<file path="src/rtl/apb_wprot_pkg.sv">
package apb_wprot_pkg;

  // Register window hit by the current register-port address.
  typedef enum logic [1:0] {
    WIN_NONE = 2'd0,
    WIN_CLR  = 2'd1,
    WIN_SET  = 2'd2
  } win_e;

  // Word indices of the two aliases (byte offsets 0x0 and 0x4).
  localparam int CLR_WORD = 0;
  localparam int SET_WORD = 1;

endpackage

</file>
<file path="src/rtl/wprot_regs.sv">
module wprot_regs
  import apb_wprot_pkg::*;
#(
  parameter int NUM_PERIPH = 8,
  parameter int ADDR_W     = 8,
  parameter int DATA_W     = 32
) (
  input  logic                  clk,
  input  logic                  rst,
  input  logic                  psel,
  input  logic                  penable,
  input  logic                  pwrite,
  input  logic [ADDR_W-1:0]     paddr,
  input  logic [DATA_W-1:0]     pwdata,
  output logic [DATA_W-1:0]     prdata,
  output logic                  pslverr,
  output logic [NUM_PERIPH-1:0] prot_o
);

  localparam int WORD_W = ADDR_W - 2;

  logic [WORD_W-1:0]     word_idx;
  win_e                  win;
  logic [NUM_PERIPH-1:0] req;
  logic [NUM_PERIPH-1:0] prot_q;
  logic [NUM_PERIPH-1:0] prot_nxt;
  logic                  dup;
  logic                  setup_ph;
  logic                  wr_commit;

  assign word_idx  = paddr[ADDR_W-1:2];
  assign req       = pwdata[NUM_PERIPH-1:0];
  assign setup_ph  = psel & ~penable;
  assign wr_commit = psel & penable & pwrite;

  // Upper data bits carry no protection bits.
  generate
    if (DATA_W > NUM_PERIPH) begin : g_hi
      logic unused_hi;
      assign unused_hi = ^pwdata[DATA_W-1:NUM_PERIPH];
    end
  endgenerate

  always_comb begin
    win = WIN_NONE;
    if (paddr[1:0] == 2'b00) begin
      if (word_idx == WORD_W'(CLR_WORD))      win = WIN_CLR;
      else if (word_idx == WORD_W'(SET_WORD)) win = WIN_SET;
    end
  end

  // A requested bit already in the requested state is a flow violation.
  always_comb begin
    case (win)
      WIN_SET: dup = |(req & prot_q);
      WIN_CLR: dup = |(req & ~prot_q);
      default: dup = 1'b0;
    endcase
  end

  always_comb begin
    case (win)
      WIN_SET: prot_nxt = prot_q | req;
      WIN_CLR: prot_nxt = prot_q & ~req;
      default: prot_nxt = prot_q;
    endcase
  end

  // State changes on the access edge.
  always_ff @(posedge clk) begin
    if (rst)            prot_q <= '0;
    else if (wr_commit) prot_q <= prot_nxt;
  end

  // Response registered on the setup edge, valid through the access cycle.
  always_ff @(posedge clk) begin
    if (rst) begin
      prdata  <= '0;
      pslverr <= 1'b0;
    end else begin
      pslverr <= setup_ph & pwrite & dup;
      if (setup_ph && !pwrite && win != WIN_NONE) prdata <= DATA_W'(prot_q);
      else                                        prdata <= '0;
    end
  end

  assign prot_o = prot_q;

endmodule

</file>
<file path="src/rtl/wprot_gate.sv">
module wprot_gate #(
  parameter int NUM_PERIPH = 8
) (
  input  logic                  clk,
  input  logic                  rst,
  input  logic [NUM_PERIPH-1:0] bus_sel_i,
  input  logic                  bus_enable_i,
  input  logic                  bus_write_i,
  input  logic                  dbg_access_i,
  input  logic [NUM_PERIPH-1:0] prot_i,
  input  logic                  dev_ready_i,
  input  logic                  dev_slverr_i,
  output logic                  dev_enable_o,
  output logic                  bus_ready_o,
  output logic                  bus_slverr_o
);

  logic hit_prot;
  logic blk_q;

  assign hit_prot = |(bus_sel_i & prot_i);

  // Decision taken on the setup edge; it falls on the access edge because
  // the enable is high there.
  always_ff @(posedge clk) begin
    if (rst) blk_q <= 1'b0;
    else     blk_q <= ~bus_enable_i & bus_write_i & ~dbg_access_i & hit_prot;
  end

  assign dev_enable_o = bus_enable_i & ~blk_q;
  assign bus_ready_o  = blk_q | dev_ready_i;
  assign bus_slverr_o = blk_q | dev_slverr_i;

endmodule

</file>
<file path="src/rtl/apb_wprot_ctrl.sv">
module apb_wprot_ctrl #(
  parameter int NUM_PERIPH = 8,
  parameter int ADDR_W     = 8,
  parameter int DATA_W     = 32
) (
  input  logic                  clk,
  input  logic                  rst,
  input  logic                  psel,
  input  logic                  penable,
  input  logic                  pwrite,
  input  logic [ADDR_W-1:0]     paddr,
  input  logic [DATA_W-1:0]     pwdata,
  output logic [DATA_W-1:0]     prdata,
  output logic                  pready,
  output logic                  pslverr,
  input  logic [NUM_PERIPH-1:0] bus_sel_i,
  input  logic                  bus_enable_i,
  input  logic                  bus_write_i,
  input  logic                  dbg_access_i,
  input  logic                  dev_ready_i,
  input  logic                  dev_slverr_i,
  output logic                  dev_enable_o,
  output logic                  bus_ready_o,
  output logic                  bus_slverr_o
);

  logic [NUM_PERIPH-1:0] prot_vec;

  wprot_regs #(
    .NUM_PERIPH(NUM_PERIPH),
    .ADDR_W    (ADDR_W),
    .DATA_W    (DATA_W)
  ) u_regs (
    .clk    (clk),
    .rst    (rst),
    .psel   (psel),
    .penable(penable),
    .pwrite (pwrite),
    .paddr  (paddr),
    .pwdata (pwdata),
    .prdata (prdata),
    .pslverr(pslverr),
    .prot_o (prot_vec)
  );

  wprot_gate #(
    .NUM_PERIPH(NUM_PERIPH)
  ) u_gate (
    .clk         (clk),
    .rst         (rst),
    .bus_sel_i   (bus_sel_i),
    .bus_enable_i(bus_enable_i),
    .bus_write_i (bus_write_i),
    .dbg_access_i(dbg_access_i),
    .prot_i      (prot_vec),
    .dev_ready_i (dev_ready_i),
    .dev_slverr_i(dev_slverr_i),
    .dev_enable_o(dev_enable_o),
    .bus_ready_o (bus_ready_o),
    .bus_slverr_o(bus_slverr_o)
  );

  assign pready = 1'b1;

endmodule

</file>
<file path="config.mk">
export PLATFORM = sky130hd
export DESIGN_NAME = apb_wprot_ctrl
export DESIGN_NICKNAME = d
export VERILOG_FILES = /design/src/rtl/apb_wprot_pkg.sv /design/src/rtl/wprot_regs.sv /design/src/rtl/wprot_gate.sv /design/src/rtl/apb_wprot_ctrl.sv
export SDC_FILE = /design/constraint.sdc
export NUM_CORES = 1
export LEC_CHECK = 0
export ABC_AREA = 0
export CELL_PAD_IN_SITES_DETAIL_PLACEMENT = 0
export CELL_PAD_IN_SITES_GLOBAL_PLACEMENT = 2
export CORE_MARGIN = 2
export CORE_UTILIZATION = 16
export DETAILED_ROUTE_END_ITERATION = 10
export GPL_ROUTABILITY_DRIVEN = 0
export GPL_TIMING_DRIVEN = 0
export HOLD_SLACK_MARGIN = 0.08
export PLACE_DENSITY = 0.93
export SYNTH_ARGS = -nofsm -noshare
export SYNTH_HDL_FRONTEND = slang
export SYNTH_SLANG_ARGS = --single-unit
</file>
<file path="constraint.sdc">
create_clock -name clk -period 7 [get_ports clk]
set_input_delay 2.1 -clock clk [delete_from_list [all_inputs] [get_ports clk]]
set_output_delay 2.1 -clock clk [all_outputs]
set_load 0.05 [all_outputs]
</file>
Word-level counts from Yosys, hierarchy flattened --
Index checks and enable logic that the tools add are counted. Widths: inputs -> output; s select.
Word-level totals: output and inout bits 37, bits of input ports 58, register bits after elaboration 42, logic and storage cells 48
Cells by class: reduce and logical (&&, ||, !) cells 12, eq/ne operators 3, bitwise operators 23, mux-type cells 5
Operators by type and width (count):
- $and 8x8->8 | 4
- $reduce_or 8->1 | 3
- $not 8->8 | 2
- $pmux 8 s2 | 1
- $and 1x1->1 | 9
- $or 8x8->8 | 1
- $eq 6x1->1 const B | 1
- $logic_not 6->1 | 1
- $mux 2 | 3
- $not 1->1 | 5
- $reduce_bool 2->1 | 2
- $eq 2x1->1 const B | 1
- $eq 2x2->1 const B | 1
- $logic_and 1x1->1 | 2
- $logic_not 2->1 | 1
- $or 1x1->1 | 2
- $pmux 1 s2 | 1
- $reduce_and 2->1 | 1
- $reduce_or 2->1 | 1
- $logic_not 1->1 | 1

Depth between registers and ports, before layout --
Gate-level depths: netlist of the first run.
depth in word-level cells 8, gate-level depth with buffers 9

Cells and area by module --
A second synthesis of the first run with hierarchy kept.
Second synthesis, totals: cells, all modules 115, area, all modules 1027.2 sq um
By module, submodules not included:
- wprot_regs | times used 1, cells an instance 103, area an instance 928.4 sq um, seq. area each 340.3 sq um
- wprot_gate | times used 1, cells an instance 10, area an instance 87.6 sq um, seq. area each 20.0 sq um
- apb_wprot_ctrl | times used 1, cells an instance 2, area an instance 11.3 sq um, seq. area each 0.0 sq um

Worst setup path before layout of the first run --
OpenSTA, ideal clock, no wires.
path type in2out, start point in bus_enable_i, end point out dev_enable_o, stages on the path 1, slack 2093 ps, arrival 2807 ps, path buffers 0, cell sequence nor2b_1
On the way: word-level cells in the longest chain between the ends 1
Ends and longest elaborated chain:
- from (decl) | line apb_wprot_ctrl.sv:17 | input logic bus_enable_i,
- $and 1x1->1 | line wprot_gate.sv:30 | assign dev_enable_o = bus_enable_i & ~blk_q;
- to (decl) | line apb_wprot_ctrl.sv:22 | output logic dev_enable_o,
Every way passes these cells.

Worst setup path in the final report of the first run --
Ends and elaborated chain as after synthesis.

==> results of run 1 <==
## cell usage after synthesis (all sizes together) (2+ instances only)
library cell	count	area [um2]
nor2	2	15.01
dfxtp	18	360.4
nor4	2	12.51
nand2	2	7.510
and3	8	60.06
conb	2	7.510
a22oi	6	45.04
or2	2	12.51
ha	3	37.54
a21oi	8	40.04
inv	11	41.29
buf	27	206.5
a311oi	8	70.07
o22ai	4	25.02
## worst max-delay path: cells and delay by family
family,cells,cell delay [ps]
AND/OR/NAND/NOR,1,120
buffers and inverters,2,1270
## logic make-up after synthesis
kind of cell	synth area share, %
AOI/OAI and AO/OA	21.51
adders and majority gates	3.646
buffers and inverters	24.42
DFF	34.99
other	0.7293
and+or+nand+nor	14.70
## power by group
group,leakage (nW),switching (mW),internal (mW)
clock,0.0288,0.0341,0.0499
sequential,0.145,0.0000448,0.102
combinational,0.571,0.0426,0.0296
total,0.745,0.0768,0.182
## layer usage
layer,global-route usage [%],share of wire (%)
met1,9.555,45
met2,11.47,41
met3,2.655,14
met4,3.079,0.72
met5,0,0
## worst paths after layout
path / endpoint / slack [ps] / depth (start not counted)
hold reg to reg: flop / 560 / 2
hold / removal: flop / 560 / 2
setup reg to reg: u_regs.pslverr / 5810 / 3
setup / recovery: dev_enable_o / 1410 / 3
## layout make-up
class	count	area (um2)	share of cell area, %
buffer	28	210.2	12.24
clock buffer	4	55.05	3.205
inverter	11	41.29	2.403
multi-input combinational	81	504.2	29.35
sequential	18	360.3	20.98
tap	77	96.34	5.608
timing repair buffer	45	450.4	26.22
==> impl_metrics.toml, run 1 <==
[run_status]
status = "finished clean"

[power]
peakVddDrop_mv = 0.06580
power_density_nw_per_um2 = 150.5
report.power.total_mw = 0.2586
power.static_leakage_nw = 0.7447

[finish]
num-nets-final = 249
mostFrequentLayoutCell = "sky130_fd_sc_hd__clkdlybuf4s50_1"
syn_to_final_growth_pct = 66.83
utilization_pct = 27.37
filler_cell_count = 666
final_cell_area_um2 = 1718
n_antenna_cell = 0
drive_gt1_share_pct = 23.53
final_cell_mix = "sky130_fd_sc_hd__clkdlybuf4s50_1 (45), sky130_fd_sc_hd__buf_4 (26), sky130_fd_sc_hd__conb_1 (25)"
final_cell_count_no_fill = 264

[logic_synthesis]
yosys_warnings = 0
synth-seq-cells = 18
postSynthCellCount = 115
synthArstFlopShare_pct = 0
distinct_cells_synth = 28
syn_area_um2 = 1030
ys.flop_type = "sky130_fd_sc_hd__dfxtp_1"
synth.avg_cell_area_um2 = 8.954
synth-edff-count = 0
fraction_of_the_yosys_area_taken_by_sequential_cells_pct = 34.99

[detailed_routing]
detail_route.wl_per_cell_um = 10.05
routed-via-count = 990
antenna_violating_nets_post_route = 0
detail_route.vias_per_cell = 3.750
first_iter_violations = 52
drt_pre_antenna_iters = 4
post-route-drc-count = 0
drt_wl_total_um = 2652

[sta]
post-route-period-util_pct = 79.84
worst_clock_skew_ps = 2.162
worst_setup_slack_final_ps = 1411
hold-worst-slack_ps = 561.2
drv_slew = 0
worst_max_slew_pin_slew_ps = 945.4
layout_min_cycle_time_ps = 5589
fmaxAchievable_ghz = 0.1789
setup_viol = 0
setup_total_negative_slack_ps = 0
timing.final.hold_violations = 0
maxSlewHeadroom_pct = 36.39
rsz_0062_raised_after_global_routing = "no"

[clocking]
clock-sinks = 18
clk_root_buffer_cell = "sky130_fd_sc_hd__clkbuf_8"
cts.htree.levels = 1
clock_tree.buffer_depth = 2
cts-resized-gates = 0
cts-buffers-inserted = 3
worst_skew_pair.late_latency_ps = 250
clock_tree_from_tritoncts = "built"
cts_hold_repair.buffers = 0
post_cts.repair.setup_buffers = 0
cts.reportedPaths.clkPinSlew_ps = 70

[placed_design]
dpl.hpwl_um = 2174
placement.cell_area_um2 = 1663
io_buffer_count = 45
pre_cts_ws_ps = 1404
cell_count_post_placement = 260

[global_route]
overflow = 0
wire_length_of_the_first_global_routing_pass_um = 4243
track_usage_pct = 7.490
first_global_vias = 896
grt_start_max_net_pins = 11
antenna_violations_before_repair = 0

[setup_path]
critical_path.max_fanout = 2
crit_path_start_kind = "primary input"
critical_path_class = "in -> out"
worst_path_most_repeated_cell = "sky130_fd_sc_hd__clkdlybuf4s50_1"
worst_path_max_delay_cell = "sky130_fd_sc_hd__clkdlybuf4s50_1"
worst_setup_end_kind = "primary output"
critical_path_required_ps = 4900
cp-startpoint = "bus_enable_i"
timing.critical_path.arrival_ps = 3490
critPathMaxStageDelay_ps = 800
crit_path_cell_trace = "clkdlybuf4s50_1, nor2b_1, clkdlybuf4s50_1"

[floorplanning]
chipWidth_um = 84.23
floorplan.initialDensity_pct = 16.40
row_count = 29
design.core.area_um2 = 6277
boundaryPins = 95
die_area_um2 = 7094
dieHeight_um = 84.23

[run]
drv.max_cap_violation_count = 0

[hold_path]
worstHoldPathType = "reg -> reg"
No activity file was read; power rests on OpenSTA's default activity.
==> run 2: changes to the inputs <==
--- a/config.mk
+++ b/config.mk
@@ -9,12 +9,12 @@
 export CELL_PAD_IN_SITES_DETAIL_PLACEMENT = 0
 export CELL_PAD_IN_SITES_GLOBAL_PLACEMENT = 2
 export CORE_MARGIN = 2
-export CORE_UTILIZATION = 16
+export CORE_UTILIZATION = 15
 export DETAILED_ROUTE_END_ITERATION = 10
 export GPL_ROUTABILITY_DRIVEN = 0
 export GPL_TIMING_DRIVEN = 0
 export HOLD_SLACK_MARGIN = 0.08
-export PLACE_DENSITY = 0.93
+export PLACE_DENSITY = 0.89
 export SYNTH_ARGS = -nofsm -noshare
 export SYNTH_HDL_FRONTEND = slang
 export SYNTH_SLANG_ARGS = --single-unit
==> constraint.sdc (replaced) <==
create_clock -name clk -period 5.6 [get_ports clk]
set_input_delay 1.68 -clock clk [delete_from_list [all_inputs] [get_ports clk]]
set_output_delay 1.68 -clock clk [all_outputs]
set_load 0.05 [all_outputs]
==> run 2 against run 1 <==
Against the previous run:
- final cell count is 0.76% higher
- die area increased by 6.3%
- total power up 18%
- core utilization down 1.9 points
- via count decreased by 0.30%
- clock skew rose by 1.8 ps
- non-clock buffer count is the same
- clock-buffer cell count down 1
- flip-flop and latch count unchanged
- register-to-register slack worse by 1500 ps
- critical endpoint unchanged
- largest cell class unchanged
==> impl_metrics.toml, run 2 (same netlist as run 1, synthesis figures left out) <==
[floorplanning]
die_area_um2 = 7544
dieHeight_um = 86.86
floorplan.initialDensity_pct = 15.33
chipWidth_um = 86.86
design.core.area_um2 = 6719
row_count = 30
boundaryPins = 95

[clocking]
cts.reportedPaths.clkPinSlew_ps = 70
clk_root_buffer_cell = "sky130_fd_sc_hd__clkbuf_8"
post_cts.repair.setup_buffers = 0
clock_tree_from_tritoncts = "built"
worst_skew_pair.late_latency_ps = 250
clock-sinks = 18
clock_tree.buffer_depth = 2
cts.htree.levels = 1
cts-buffers-inserted = 3
cts_hold_repair.buffers = 0
cts-resized-gates = 0

[setup_path]
path_delay_family = "buffers and inverters"
critical_path_class = "in -> out"
cp.depth = 3
crit_path_cell_trace = "clkdlybuf4s50_1, nor2b_1, clkdlybuf4s50_1"
timing.critical_path.arrival_ps = 3090
worst_path_max_delay_cell = "sky130_fd_sc_hd__clkdlybuf4s50_1"
worst_path_most_repeated_cell = "sky130_fd_sc_hd__clkdlybuf4s50_1"
critical_path.max_fanout = 2
worst_setup_end_kind = "primary output"
crit_path_start_kind = "primary input"
critical_path_required_ps = 3920
worstRegToRegCells = 4
critPathMaxStageDelay_ps = 800
crit_buf_inv = 2

[placed_design]
dpl.hpwl_um = 2180
placement.cell_area_um2 = 1667
cell_count_post_placement = 263
pre_cts_ws_ps = 828.3
io_buffer_count = 45

[hold_path]
hold_path_depth = 2
worstHoldPathType = "reg -> reg"

[finish]
syn_to_final_growth_pct = 65.86
mostFrequentLayoutCell = "sky130_fd_sc_hd__clkdlybuf4s50_1"
final_cell_area_um2 = 1708
final_cell_count_no_fill = 266
final_cell_mix = "sky130_fd_sc_hd__clkdlybuf4s50_1 (45), sky130_fd_sc_hd__buf_4 (26), sky130_fd_sc_hd__conb_1 (25)"
filler_cell_count = 714
drive_gt1_share_pct = 23.12
n_antenna_cell = 0
num-nets-final = 249
utilization_pct = 25.42

[sta]
fmaxAchievable_ghz = 0.2096
maxSlewHeadroom_pct = 36.29
layout_min_cycle_time_ps = 4770
rsz_0062_raised_after_global_routing = "no"
timing.final.hold_violations = 0
worst_clock_skew_ps = 3.986
setup_total_negative_slack_ps = 0
hold-worst-slack_ps = 567.8
worst_setup_slack_final_ps = 830.0
setup_viol = 0
drv_slew = 0
post-route-period-util_pct = 85.18
worst_max_slew_pin_slew_ps = 947.0

[power]
power_density_nw_per_um2 = 178.8
report.power.total_mw = 0.3053
peakVddDrop_mv = 0.04961
power.static_leakage_nw = 0.7375

[detailed_routing]
drt_wl_total_um = 2651
post-route-drc-count = 0
first_iter_violations = 49
routed-via-count = 987
detail_route.wl_per_cell_um = 9.966
detail_route.vias_per_cell = 3.711
drt_pre_antenna_iters = 4
antenna_violating_nets_post_route = 0

[run_status]
status = "finished clean"

[global_route]
grt_start_max_net_pins = 11
wire_length_of_the_first_global_routing_pass_um = 3919
track_usage_pct = 6.633
first_global_vias = 863
overflow = 0
antenna_violations_before_repair = 0

[run]
drv.max_cap_violation_count = 0
[run 2: changes by cell type in the layout (fill, tap and decap cells not counted)]
cell	before	now
sky130_fd_sc_hd__clkbuf_8	4	3
[run 2: power breakdown]
| group | switching, mW | leakage (nW) | internal (mW) |
|---|---|---|---|
| registers | 0.0000572 | 0.145 | 0.128 |
| clock network | 0.0396 | 0.0216 | 0.0476 |
| logic | 0.0531 | 0.571 | 0.0369 |
| total | 0.0928 | 0.738 | 0.213 |
[run 2: final cells by class]
cell class / instances / area, um2 / area share [%]
flip-flops and latches: 18 / 360.3 / 21.10
multi-input cells: 81 / 504.2 / 29.52
clock buffers: 3 / 41.29 / 2.418
well taps: 80 / 100.1 / 5.861
repair buffers: 45 / 450.4 / 26.37
plain buffers: 28 / 210.2 / 12.31
inverters: 11 / 41.29 / 2.418
[run 2: per-layer routing]
layer  vias up  track usage [%]  routed length [um]
li1        510                -                   -
met3         0            2.654                 392
met4         0            1.705                   0
met2        63            10.41                1046
met5         -                0                   0
met1       414            8.458                1211
[run 2: final timing paths]
check,start,to,slack (ps)
max,bus_enable_i,dev_enable_o,830
min,flop,flop,570
max reg2reg,flop,u_regs.pslverr,4340
min reg2reg,flop,flop,570
[run 2: worst register-to-register path: cells and delay by family (launching register included)]
kind	cells	cell delay (ps)
flip-flops	1	420
AO/OA/AOI/OAI	2	540
AND/OR/NAND/NOR	2	160
==> run 3: changes to the inputs <==
--- a/config.mk
+++ b/config.mk
@@ -14,7 +14,7 @@
 export GPL_ROUTABILITY_DRIVEN = 0
 export GPL_TIMING_DRIVEN = 0
 export HOLD_SLACK_MARGIN = 0.08
-export PLACE_DENSITY = 0.89
+export PLACE_DENSITY = 0.87
 export SYNTH_ARGS = -nofsm -noshare
 export SYNTH_HDL_FRONTEND = slang
 export SYNTH_SLANG_ARGS = --single-unit
==> run 3 against run 2 <==
Against the previous run:
- combinational power up 0.4%
- highest routed layer is now met4
- hold slack gained 0.71 ps
- die area stayed put
- flip-flop and latch count did not move
- total power rose by 5.7%
==> impl_metrics.toml, run 3 (same netlist as run 1, synthesis figures left out) <==
[run_status]
status = "finished clean"

[detailed_routing]
detail_route.vias_per_cell = 3.727
drt_pre_antenna_iters = 4
first_iter_violations = 49
routed-via-count = 995
detail_route.wl_per_cell_um = 10.17
drt_wl_total_um = 2715
antenna_violating_nets_post_route = 0
post-route-drc-count = 0

[power]
peakVddDrop_mv = 0.06217
power_density_nw_per_um2 = 187.4
power.static_leakage_nw = 0.7447

[sta]
maxSlewHeadroom_pct = 39.68
worst_max_slew_pin_slew_ps = 896.5
setup_viol = 0
drv_slew = 0
fmaxAchievable_ghz = 0.2106
setup_total_negative_slack_ps = 0
layout_min_cycle_time_ps = 4749
rsz_0062_raised_after_global_routing = "no"
worst_clock_skew_ps = 3.747
worst_setup_slack_final_ps = 850.8
post-route-period-util_pct = 84.81
timing.final.hold_violations = 0

[clocking]
cts-resized-gates = 0
worst_skew_pair.late_latency_ps = 250
cts-buffers-inserted = 3
clk_root_buffer_cell = "sky130_fd_sc_hd__clkbuf_8"
clock_tree.buffer_depth = 2
cts.reportedPaths.clkPinSlew_ps = 60
cts_hold_repair.buffers = 0
cts.htree.levels = 1
clock_tree_from_tritoncts = "built"
clock-sinks = 18
post_cts.repair.setup_buffers = 0

[finish]
final_cell_count_no_fill = 267
final_cell_mix = "sky130_fd_sc_hd__clkdlybuf4s50_1 (45), sky130_fd_sc_hd__buf_4 (26), sky130_fd_sc_hd__conb_1 (25)"
n_antenna_cell = 0
num-nets-final = 249
filler_cell_count = 698
syn_to_final_growth_pct = 67.19
utilization_pct = 25.62
mostFrequentLayoutCell = "sky130_fd_sc_hd__clkdlybuf4s50_1"
drive_gt1_share_pct = 23.53

[floorplanning]
design.core.area_um2 = 6719
row_count = 30
die_area_um2 = 7544
boundaryPins = 95
chipWidth_um = 86.86
floorplan.initialDensity_pct = 15.33
dieHeight_um = 86.86

[setup_path]
worst_path_most_repeated_cell = "sky130_fd_sc_hd__clkdlybuf4s50_1"
timing.reg2reg.setup_slack_ps = 4430
worst_setup_end_kind = "primary output"
worst_path_max_delay_cell = "sky130_fd_sc_hd__clkdlybuf4s50_1"
critical_path.max_fanout = 2
critical_path_class = "in -> out"
crit_path_cell_trace = "clkdlybuf4s50_1, nor2b_1, clkdlybuf4s50_1"
critical_path_required_ps = 3920
timing.critical_path.arrival_ps = 3070
critPathMaxStageDelay_ps = 800
crit_path_start_kind = "primary input"

[global_route]
overflow = 0
first_global_vias = 905
wire_length_of_the_first_global_routing_pass_um = 4146
antenna_violations_before_repair = 0
grt_start_max_net_pins = 11
track_usage_pct = 6.928

[placed_design]
io_buffer_count = 45
pre_cts_ws_ps = 847.7
dpl.hpwl_um = 2225
cell_count_post_placement = 263

[run]
drv.max_cap_violation_count = 0

[hold_path]
worstHoldPathType = "reg -> reg"
==> run 3: metrics by stage <==
step / cell area, um2 / hold slack [ps] / power [mW]
global route: 1722 / 583.3 / 0.3359
floorplan: 1116 / 521.4 / 0.1908
detailed placement: 1667 / 556.4 / 0.2206
finish: 1722 / 568.6 / 0.3227
CTS: 1722 / 567.9 / 0.3264
global placement: 1667 / 542.6 / 0.2202
==> run 3: per-layer routing <==
| metal | GRT usage (%) | part of all wire [%] |
|---|---|---|
| met4 | 1.705 | 0.52 |
| met2 | 11.73 | 45 |
| met1 | 8.746 | 42 |
| met5 | 0 | 0 |
| met3 | 1.801 | 12 |
==> run 3: where the power goes <==
part           switching (mW)  internal, mW
sequential          0.0000577         0.128
clock                  0.0418        0.0623
combinational          0.0535        0.0370
total                  0.0954         0.227
==> run 3: path summary, 6_finish.rpt <==
| path | from | endpoint | depth (start not counted) |
|---|---|---|---|
| max | bus_enable_i | dev_enable_o | 3 |
| min | flop | u_regs.prdata[1] | 1 |
| max reg2reg | flop | u_regs.pslverr | 3 |
| min reg2reg | flop | u_regs.prdata[1] | 1 |
==> run 3: critical path, delay by kind of cell <==
family / cells / cell delay, ps
buf+inv: 2 / 1260
simple gates: 1 / 120
==> run 3: cell type report <==
| type | instances | area, um2 | share of cell area, % |
|---|---|---|---|
| multi-input combinational | 81 | 504.2 | 29.29 |
| timing repair buffer | 45 | 450.4 | 26.16 |
| inverter | 11 | 41.29 | 2.398 |
| buffer | 28 | 210.2 | 12.21 |
| clock buffer | 4 | 55.05 | 3.198 |
| tap | 80 | 100.1 | 5.814 |
| sequential | 18 | 360.3 | 20.93 |
